`config.mk`:
```
export PLATFORM = sky130hd
export DESIGN_NAME = wdf_allpass1_serial
export DESIGN_NICKNAME = d
export VERILOG_FILES = /design/src/rtl/wdf_ap_pkg.sv /design/src/rtl/wdf_bs_add.sv /design/src/rtl/wdf_sp_mult.sv /design/src/rtl/wdf_ap1_lane.sv /design/src/rtl/wdf_allpass1_serial.sv
export SDC_FILE = /design/constraint.sdc
export NUM_CORES = 1
export LEC_CHECK = 0
export BUFFER_PORTS_ARGS = -buffer_cell sky130_fd_sc_hd__buf_4
export CORE_UTILIZATION = 51
export DETAILED_ROUTE_END_ITERATION = 6
export PLACE_DENSITY_LB_ADDON = 0.12
export SLEW_MARGIN = 5
export SYNTH_ARGS = -nofsm -noshare
export SYNTH_HDL_FRONTEND = slang
export SYNTH_HIERARCHICAL = 1
export SYNTH_SLANG_ARGS = --single-unit
```
`constraint.sdc`:
```
create_clock -name clk -period 6.75 [get_ports clk]
set_input_delay 0.3375 -clock clk [delete_from_list [all_inputs] [get_ports clk]]
set_output_delay 0.3375 -clock clk [all_outputs]
set_load 0.005 [all_outputs]
```
`src/rtl/wdf_ap_pkg.sv`:
```
package wdf_ap_pkg;

  // Cycles in one word frame: data bits plus coefficient fraction bits.
  function automatic int frame_cycles(input int dw, input int fb);
    return dw + fb;
  endfunction

  // Counter width able to hold values 0..maxv.
  function automatic int ctr_bits(input int maxv);
    return $clog2(maxv + 1);
  endfunction

endpackage

```
`src/rtl/wdf_bs_add.sv`:
```
module wdf_bs_add #(
  parameter bit CIN0 = 1'b0
) (
  input  logic clk,
  input  logic rst_n,
  input  logic first,
  input  logic a,
  input  logic b,
  output logic sum
);
  logic cy_q, cy_d, ci;

  always_comb begin
    ci   = first ? CIN0 : cy_q;
    sum  = a ^ b ^ ci;
    cy_d = (a & b) | (ci & (a ^ b));
  end

  always_ff @(posedge clk or negedge rst_n) begin
    if (!rst_n) cy_q <= 1'b0;
    else        cy_q <= cy_d;
  end
endmodule

```
`src/rtl/wdf_sp_mult.sv`:
```
module wdf_sp_mult #(
  parameter int FB    = 4,
  parameter int ALPHA = 5
) (
  input  logic clk,
  input  logic rst_n,
  input  logic first,
  input  logic x,
  output logic p
);
  localparam int AW = FB + 2;
  localparam logic signed [AW:0] COEF = (AW + 1)'(ALPHA);
  localparam logic signed [AW:0] NONE = '0;

  logic signed [AW-1:0] acc_q, acc_d, acc_eff;
  logic signed [AW:0]   s;

  always_comb begin
    acc_eff = first ? '0 : acc_q;
    s       = $signed({acc_eff[AW-1], acc_eff}) + (x ? COEF : NONE);
    p       = s[0];
    acc_d   = s[AW:1];
  end

  always_ff @(posedge clk or negedge rst_n) begin
    if (!rst_n) acc_q <= '0;
    else        acc_q <= acc_d;
  end
endmodule

```
`src/rtl/wdf_ap1_lane.sv`:
```
module wdf_ap1_lane
  import wdf_ap_pkg::*;
#(
  parameter int DW    = 8,
  parameter int FB    = 4,
  parameter int ALPHA = 5
) (
  input  logic clk,
  input  logic rst_n,
  input  logic start,
  input  logic din,
  output logic dout,
  output logic dout_start
);
  localparam int P  = frame_cycles(DW, FB);
  localparam int PW = ctr_bits(P);
  localparam logic [PW-1:0] PH_IDLE = PW'(P);
  localparam logic [PW-1:0] PH_SGN  = PW'(DW - 1);
  localparam logic [PW-1:0] PH_DEND = PW'(DW);
  localparam logic [PW-1:0] PH_OUT0 = PW'(FB);
  localparam logic [PW-1:0] PH_OUTN = PW'(FB + DW - 1);

  logic [PW-1:0] cnt_q, phase;
  logic          active, first_in, first_out, win;
  logic [P-1:0]  sr_q, sr_d;
  logic [FB-1:0] a1d_q, a1d_d;
  logic          sgn_q, sgn_d;
  logic          dout_q, dout_d, dst_q, dst_d;
  logic          a2_now, a2_late, a1_late;
  logic          d_bit, x_bit, p_bit, b1_bit, b2_bit;

  // frame phase of the current cycle; idle value P when no word is running
  always_comb begin
    if (start)                phase = '0;
    else if (cnt_q == PH_IDLE) phase = PH_IDLE;
    else                      phase = cnt_q + 1'b1;
    active    = (phase != PH_IDLE);
    first_in  = (phase == '0);
    first_out = (phase == PH_OUT0);
    win       = (phase >= PH_OUT0) && (phase <= PH_OUTN);
  end

  // recursive delay: tap DW-1 feeds the subtractor, tap P-1 the output adder
  assign a2_now  = sr_q[DW-1];
  assign a2_late = sr_q[P-1];
  assign a1_late = a1d_q[FB-1];

  generate
    if (FB == 1) begin : g_a1_one
      assign a1d_d = din;
    end else begin : g_a1_chain
      assign a1d_d = {a1d_q[FB-2:0], din};
    end
  endgenerate

  wdf_bs_add #(.CIN0(1'b1)) u_sub (
    .clk(clk), .rst_n(rst_n), .first(first_in),
    .a(a2_now), .b(~din), .sum(d_bit)
  );

  // sign latch extends d while the multiplier runs past the data word
  always_comb begin
    x_bit = (phase < PH_DEND) ? d_bit : sgn_q;
    sgn_d = (phase == PH_SGN) ? d_bit : sgn_q;
  end

  wdf_sp_mult #(.FB(FB), .ALPHA(ALPHA)) u_mul (
    .clk(clk), .rst_n(rst_n), .first(first_in), .x(x_bit), .p(p_bit)
  );

  wdf_bs_add #(.CIN0(1'b0)) u_add_out (
    .clk(clk), .rst_n(rst_n), .first(first_out),
    .a(a2_late), .b(p_bit), .sum(b1_bit)
  );

  wdf_bs_add #(.CIN0(1'b0)) u_add_state (
    .clk(clk), .rst_n(rst_n), .first(first_out),
    .a(a1_late), .b(p_bit), .sum(b2_bit)
  );

  always_comb begin
    sr_d   = active ? {sr_q[P-2:0], b2_bit} : sr_q;
    dout_d = win & b1_bit;
    dst_d  = first_out;
  end

  always_ff @(posedge clk or negedge rst_n) begin
    if (!rst_n) begin
      cnt_q  <= PH_IDLE;
      sr_q   <= '0;
      a1d_q  <= '0;
      sgn_q  <= 1'b0;
      dout_q <= 1'b0;
      dst_q  <= 1'b0;
    end else begin
      cnt_q  <= phase;
      sr_q   <= sr_d;
      a1d_q  <= a1d_d;
      sgn_q  <= sgn_d;
      dout_q <= dout_d;
      dst_q  <= dst_d;
    end
  end

  assign dout       = dout_q;
  assign dout_start = dst_q;
endmodule

```
`src/rtl/wdf_allpass1_serial.sv`:
```
module wdf_allpass1_serial #(
  parameter int DW    = 8,
  parameter int FB    = 4,
  parameter int ALPHA = 5,
  parameter int LANES = 4
) (
  input  logic             clk,
  input  logic             rst_n,
  input  logic [LANES-1:0] word_start,
  input  logic [LANES-1:0] ser_in,
  output logic [LANES-1:0] ser_out,
  output logic [LANES-1:0] word_start_out
);
  logic rs_q1, rs_q2;

  // asynchronous assertion, synchronous release
  always_ff @(posedge clk or negedge rst_n) begin
    if (!rst_n) begin
      rs_q1 <= 1'b0;
      rs_q2 <= 1'b0;
    end else begin
      rs_q1 <= 1'b1;
      rs_q2 <= rs_q1;
    end
  end

  generate
    for (genvar k = 0; k < LANES; k++) begin : g_lane
      wdf_ap1_lane #(.DW(DW), .FB(FB), .ALPHA(ALPHA)) u_lane (
        .clk(clk), .rst_n(rs_q2),
        .start(word_start[k]), .din(ser_in[k]),
        .dout(ser_out[k]), .dout_start(word_start_out[k])
      );
    end
  endgenerate
endmodule

```
-- Yosys cells after proc, flatten, opt, wreduce, memory -nomap -nowiden
Index checks and enable logic that the tools add are counted.
- output and inout bits: 8
- logic and storage cells: 186
- register bits after elaboration: 130
- reduce and logical (&&, ||, !) cells: 8
- muxes and demuxes: 32
- $lt $le $gt $ge: 12
- bitwise operators: 68
- add/subtract/negate cells: 8
- eq/ne operators: 16
- operators by type and width (kind ; number):
    equality test 4 x 3 -> 1 bit, second input constant ; 8
    two-way mux 4 bit ; 8
    adder 6 x 4 -> 7 bit ; 4
    AND 1 bit ; 28
    two-way mux 6 bit ; 4
    bitwise XOR 1 bit ; 24
    adder 4 x 1 -> 4 bit, second input constant ; 4
    equality test 4 bit, second input constant ; 4
    greater-or-equal comparator 4 x 3 -> 1 bit, second input constant ; 4
    <= comparator 4 bit, second input constant ; 4
    zero test 4 bit ; 4
    < comparator 4 bit, second input constant ; 4
    two-way mux 1 bit ; 16
    inequality test 4 bit, second input constant ; 4
    two-way mux 3 bit ; 4
    OR 1 bit ; 12
    logical AND 1 bit ; 4
    inverter 1 bit ; 4

-- Logic depth before layout (Yosys ltp)
- word-level depth: 12
- gate-level depth with buffers: 14

-- Modules after synthesis
Netlist, hierarchy kept.
- modules (own cells, without submodules) (module ; area an instance (um2) ; instances ; sequential area each (um2) ; cells an instance):
    wdf_ap1_lane ; 959.7 ; 4 ; 578.1 ; 65
    wdf_sp_mult ; 329.1 ; 4 ; 150.1 ; 30
    wdf_bs_add (g_lane[0].u_lane.u_add_out ...) ; 66.3 ; 8 ; 25.0 ; 7
    wdf_bs_add (g_lane[0].u_lane.u_sub ...) ; 63.8 ; 4 ; 25.0 ; 7
    wdf_allpass1_serial ; 53.8 ; 1 ; 50.0 ; 3

-- Worst setup path before layout
No wires, ideal clock.
- path kind: register -> register
- start point: register g_lane[0].u_lane.cnt_q[0]
- end point: register g_lane[0].u_lane.sr_q[0]
- cell stages (with the launch flop): 15
- setup time: 0.125 ns
- arrival: 3.670 ns
- period minus slack after synthesis: 3.794 ns
- data required time: 6.625 ns
- path slack: 2.956 ns
- cells stage by stage: dfrtp_1 -> inv_1 -> ha_1 -> and4b_4 -> nor3_1 -> nor3_1 -> nor2_1 -> fa_1 -> inv_1 -> mux2_2 -> ha_1 -> inv_1 -> fa_1 -> inv_1 -> mux2_2
- cells in the longest elaborated chain, start to end: 11
- elaborated cells on any way between the ends: 17
- those cells by class: add/sub (2); order compare (1); eq/ne (3); mux (7); bitwise (3); reduce/logical (1)
- RTL lines (element ; line ; source):
    start, declared ; wdf_ap1_lane.sv:23 ; logic [PW-1:0] cnt_q, phase;
    start signal, assigned ; wdf_ap1_lane.sv:96 ; cnt_q <= phase;
    adder 4 x 1 -> 4 bit or equality test 4 bit (tied branches) ; wdf_ap1_lane.sv:36, wdf_ap1_lane.sv:35 ;
    two-way mux 4 bit (*) ; wdf_ap1_lane.sv:35 ; else if (cnt_q == PH_IDLE) phase = PH_IDLE;
    two-way mux 4 bit (*) ; wdf_ap1_lane.sv:34 ; if (start) phase = '0;
    zero test 4 bit (*) ; wdf_ap1_lane.sv:38 ; first_in = (phase == '0);
    via g_lane[0].u_lane.first_in ; wdf_ap1_lane.sv:24 ; logic active, first_in, first_out, win;
    two-way mux 1 bit (*) ; wdf_bs_add.sv:14 ; ci = first ? CIN0 : cy_q;
    bitwise XOR 1 bit (*) ; wdf_bs_add.sv:15 ; sum = a ^ b ^ ci;
    via g_lane[0].u_lane.d_bit ; wdf_ap1_lane.sv:30 ; logic d_bit, x_bit, p_bit, b1_bit, b2_bit;
    two-way mux 1 bit (*) ; wdf_ap1_lane.sv:63 ; x_bit = (phase < PH_DEND) ? d_bit : sgn_q;
    via g_lane[0].u_lane.x_bit ; wdf_ap1_lane.sv:30 ;
    two-way mux 3 bit (*) ; wdf_sp_mult.sv:20 ; s = $signed({acc_eff[AW-1], acc_eff}) + (x ? COEF : NONE);
    adder 6 x 4 -> 7 bit (*) ; wdf_sp_mult.sv:20 ;
    via g_lane[0].u_lane.p_bit ; wdf_ap1_lane.sv:30 ;
    bitwise XOR 1 bit (*) (2 in a row) ; wdf_bs_add.sv:15 ;
    via g_lane[0].u_lane.b2_bit ; wdf_ap1_lane.sv:30 ;
    end signal, assigned ; wdf_ap1_lane.sv:97 ; sr_q <= sr_d;
    end, declared ; wdf_ap1_lane.sv:25 ; logic [P-1:0] sr_q, sr_d;
Mark *: on every way through the listed nets, which the timed path passes. The rest lies on a longest branch.
A chain may end at the register's enable or synchronous reset.

-- Worst setup path in the final report
- start point: register g_lane[2].u_lane.cnt_q[0]
- end point: register g_lane[2].u_lane.sr_q[0]
- cells in the longest elaborated chain, start to end: 11
- elaborated cells on any way between the ends: 17
- those cells by class: add/sub (2); order compare (1); eq/ne (3); mux (7); bitwise (3); reduce/logical (1)
- RTL lines (element ; line):
    start, declared ; wdf_ap1_lane.sv:23
    start signal, assigned ; wdf_ap1_lane.sv:96
    adder 4 x 1 -> 4 bit or equality test 4 bit (tied branches) ; wdf_ap1_lane.sv:36, wdf_ap1_lane.sv:35
    two-way mux 4 bit (*) ; wdf_ap1_lane.sv:35
    two-way mux 4 bit (*) ; wdf_ap1_lane.sv:34
    zero test 4 bit (*) ; wdf_ap1_lane.sv:38
    via g_lane[2].u_lane.first_in ; wdf_ap1_lane.sv:24
    two-way mux 1 bit (*) ; wdf_bs_add.sv:14
    bitwise XOR 1 bit (*) ; wdf_bs_add.sv:15
    via g_lane[2].u_lane.d_bit ; wdf_ap1_lane.sv:30
    two-way mux 1 bit (*) ; wdf_ap1_lane.sv:63
    via g_lane[2].u_lane.x_bit ; wdf_ap1_lane.sv:30
    two-way mux 3 bit (*) ; wdf_sp_mult.sv:20
    adder 6 x 4 -> 7 bit (*) ; wdf_sp_mult.sv:20
    via g_lane[2].u_lane.p_bit ; wdf_ap1_lane.sv:30
    bitwise XOR 1 bit (*) (2 in a row) ; wdf_bs_add.sv:15
    via g_lane[2].u_lane.b2_bit ; wdf_ap1_lane.sv:30
    end signal, assigned ; wdf_ap1_lane.sv:97
    end, declared ; wdf_ap1_lane.sv:25
Marks and branches as above.

==> results.json <==
{
  "crit_chain": "inv_1 -> ha_1 -> and4b_4 -> nor3_1 -> nor3_1 -> nor2_1 -> fa_1 -> inv_1 -> mux2_2 -> ha_1 -> inv_1 -> fa_1 -> inv_1 -> mux2_2",
  "die-area_sq_um": 12190,
  "viasPerCell": 5.104,
  "tritoncts": "built",
  "area_growth_syn_to_layout_pct": 13.63,
  "cts_setup_buffers": 0,
  "hold_path.class": "in -> reg",
  "cts.sinks": 130,
  "ir_worst_vdd_mv": 0.2691,
  "routed-via-count": 3353,
  "finalMaxSlewViolations": 0,
  "ant_nets": 0,
  "ys_types": 34,
  "gp_congestion": 0.7589,
  "grtUsageMet2": 0.2642,
  "die_y_um": 110.4,
  "start_util": 0.5250,
  "path_max_fanout": 11,
  "wl_um": 8803,
  "dr.pass1.iters": 3,
  "nets": 551,
  "remaining_drc_errors": 0,
  "synth_top_cells_by_count": "122 x dfrtp_1, 68 x inv_1, 56 x mux2_2, 28 x ha_1, 28 x nor2b_1",
  "syn_inst": 467,
  "critPathMostFrequentCell": "inv_1",
  "track_usage": 0.1646,
  "max-slew-margin-rel": 0.3132,
  "maxCapViolations": 0,
  "hpwlAfterDp_um": 5852,
  "busiest_layer": "met2",
  "ios": 18,
  "worstSetupPathType": "reg -> reg",
  "tightest_slew_ps": 1022,
  "seq_area_frac_synth": 0.5444,
  "layout-drive-gt1-share": 0.2490,
  "clk_pin_slew_ps": 50,
  "arrival_ps": 4570,
  "cts_root_buffer": "clkbuf_16",
  "cts_hold_buf": 1,
  "clk_path_buf_depth": 2,
  "cts_buffers": 17,
  "avgSynthCellArea_sq_um": 12.84,
  "power_leakage_nw": 3.204,
  "synthArstFlopShare": 1.000,
  "fillCellCount": 936,
  "clkLatencyLatePin_ps": 410,
  "antenna_cells": 0,
  "hold_viol_final": 0,
  "start_kind": "flip-flop",
  "antenna_found_initial": 0,
  "drt_iter0_markers": 146,
  "ys.flop_type": "dfrtp_1",
  "cpMaxStageDelayCell": "nor3_1",
  "synth_top_area_frac": 0.5093,
  "cts_resized": 0,
  "grt_use_met3": 0.04555,
  "grt_util_met1": 0.2004,
  "yosysMostFrequentCell": "dfrtp_1",
  "finalPower_mw": 2.546,
  "h-tree-depth": 4,
  "fin_crit_sh": 0.6338,
  "port_buffers": 17,
  "period_needed_ps": 4278,
  "required_ps": 7040,
  "p_per_area_nw_per_um2": 373.8,
  "setup_tns_ps": 0,
  "die_x_um": 110.4,
  "syn-num-nets": 517,
  "synth_edf_count": 0,
  "grt_pass1_vias": 3511,
  "core-area_sq_um": 11420,
  "finClkSkew_ps": 6.452,
  "syn-cell-area_sq_um": 5994,
  "wire_per_inst_um": 13.40,
  "placementRows": 39,
  "grt_max_degree": 69,
  "yosys-top-cells-area": "dfrtp_1 51%, mux2_2 11%, ha_1 5.8%",
  "cpPeakStageDelay_ps": 770,
  "synth_seq_cells": 130,
  "grt_pass1_wl_um": 15800,
  "outcome": "finished, final reports clean",
  "synth_top_area_cell": "dfrtp_1",
  "cp-end-kind": "flip-flop",
  "fmax_mhz": 233.7,
  "rsz0062_at_grt": "false",
  "setup_violations": 0,
  "yosys_warnings": 6,
  "grt_overflow_total": 0
}
## worst paths after layout
| kind | from | end | slack [ps] | depth (start not counted) |
|---|---|---|---|---|
| worst min-delay path | ser_in[1] | g_lane[1].u_lane/a1d_q[0] | 40 | 1 |
| min in group asynchronous | rst_n | rs_q2 | 250 | 2 |
| max in group asynchronous | rs_q2 | g_lane[2].u_lane/u_mul/acc_q[4] | 5020 | 1 |
| worst min register to register | g_lane[2].u_lane/a1d_q[1] | g_lane[2].u_lane/a1d_q[2] | 350 | 0 |
| worst max-delay path | g_lane[2].u_lane/cnt_q[0] | g_lane[2].u_lane/sr_q[0] | 2470 | 14 |
| worst max register to register | g_lane[2].u_lane/cnt_q[0] | g_lane[2].u_lane/sr_q[0] | 2470 | 14 |
## per-layer routing
metal,share of wire,vias up
li1,-,1647
met1,0.46,1655
met2,0.49,31
met3,0.026,20
met4,0.022,0
met5,0,-
## critical path, delay by kind of cell, from the launching register on
kind                       cells  cell delay [ps]
muxes                          2              530
and+or+nand+nor                4             1370
adders and majority gates      4             1650
DFF                            1              410
buffers and inverters          4              200
## layout by cell type, fill, tap and decap left out, drive strengths merged, types with 12 or more instances in the layout
| cell type | n |
|---|---|
| a31oi | 12 |
| and2b | 16 |
| buf | 18 |
| clkbuf | 26 |
| dfrtp | 122 |
| fa | 12 |
| ha | 28 |
| inv | 68 |
| mux2 | 56 |
| nor2b | 28 |
## final cells by class
class | instances | area (sq um) | share of cell area
multi-input cells | 265 | 2431 | 0.3569
flip-flops and latches | 130 | 3267 | 0.4796
repair buffers | 19 | 145.1 | 0.02131
clock inverters | 6 | 55.05 | 0.008082
well taps | 143 | 178.9 | 0.02627
inverters | 68 | 255.2 | 0.03747
clock buffers | 26 | 479.2 | 0.07035
## cells by family after synthesis
| kind of cell | count (synthesis) | synth area share |
|---|---|---|
| xor+xnor | 8 | 0.01169 |
| simple gates | 108 | 0.1169 |
| mux | 56 | 0.1052 |
| flops | 130 | 0.5444 |
| compound gates | 52 | 0.07264 |
| other cells | 1 | 0.0006256 |
| buf+inv | 72 | 0.05009 |
| fa+ha+maj | 40 | 0.09852 |
## stage by stage
step,area [sq um],instances,setup WS (ps),hold WS (ps),utilization
3_5_place_dp,6267,624,2461,121.3,0.5489
6_report,6812,657,2472,41.65,0.5965
5_1_grt,6812,657,2162,24.99,0.5965
4_1_cts,6812,657,2408,23.00,0.5965
3_3_place_gp,6267,624,2500,120.8,0.5489
2_1_floorplan,5995,467,2874,41.91,-
## registers in the layout, summed over array words and instances (netlist names)
signal / flops
g_lane.u_lane/sr_q: 48
g_lane.u_lane/a1d_q: 16
g_lane.u_lane/u_add_out/cy_q: 4
g_lane.u_lane/u_sub/cy_q: 4
g_lane.u_lane/dout: 4
g_lane.u_lane/cnt_q: 16
g_lane.u_lane/dout_start: 4
rs_q2: 1
g_lane.u_lane/u_mul/acc_q: 24
rs_q1: 1
g_lane.u_lane/u_add_state/cy_q: 4
g_lane.u_lane/sgn_q: 4
## power breakdown
group	total, mW	internal [mW]	switching (mW)
sequential	1.13	1.02	0.111
clock	0.825	0.522	0.304
combinational	0.589	0.307	0.282
total	2.55	1.85	0.697
(Power assumes the default switching activity.)
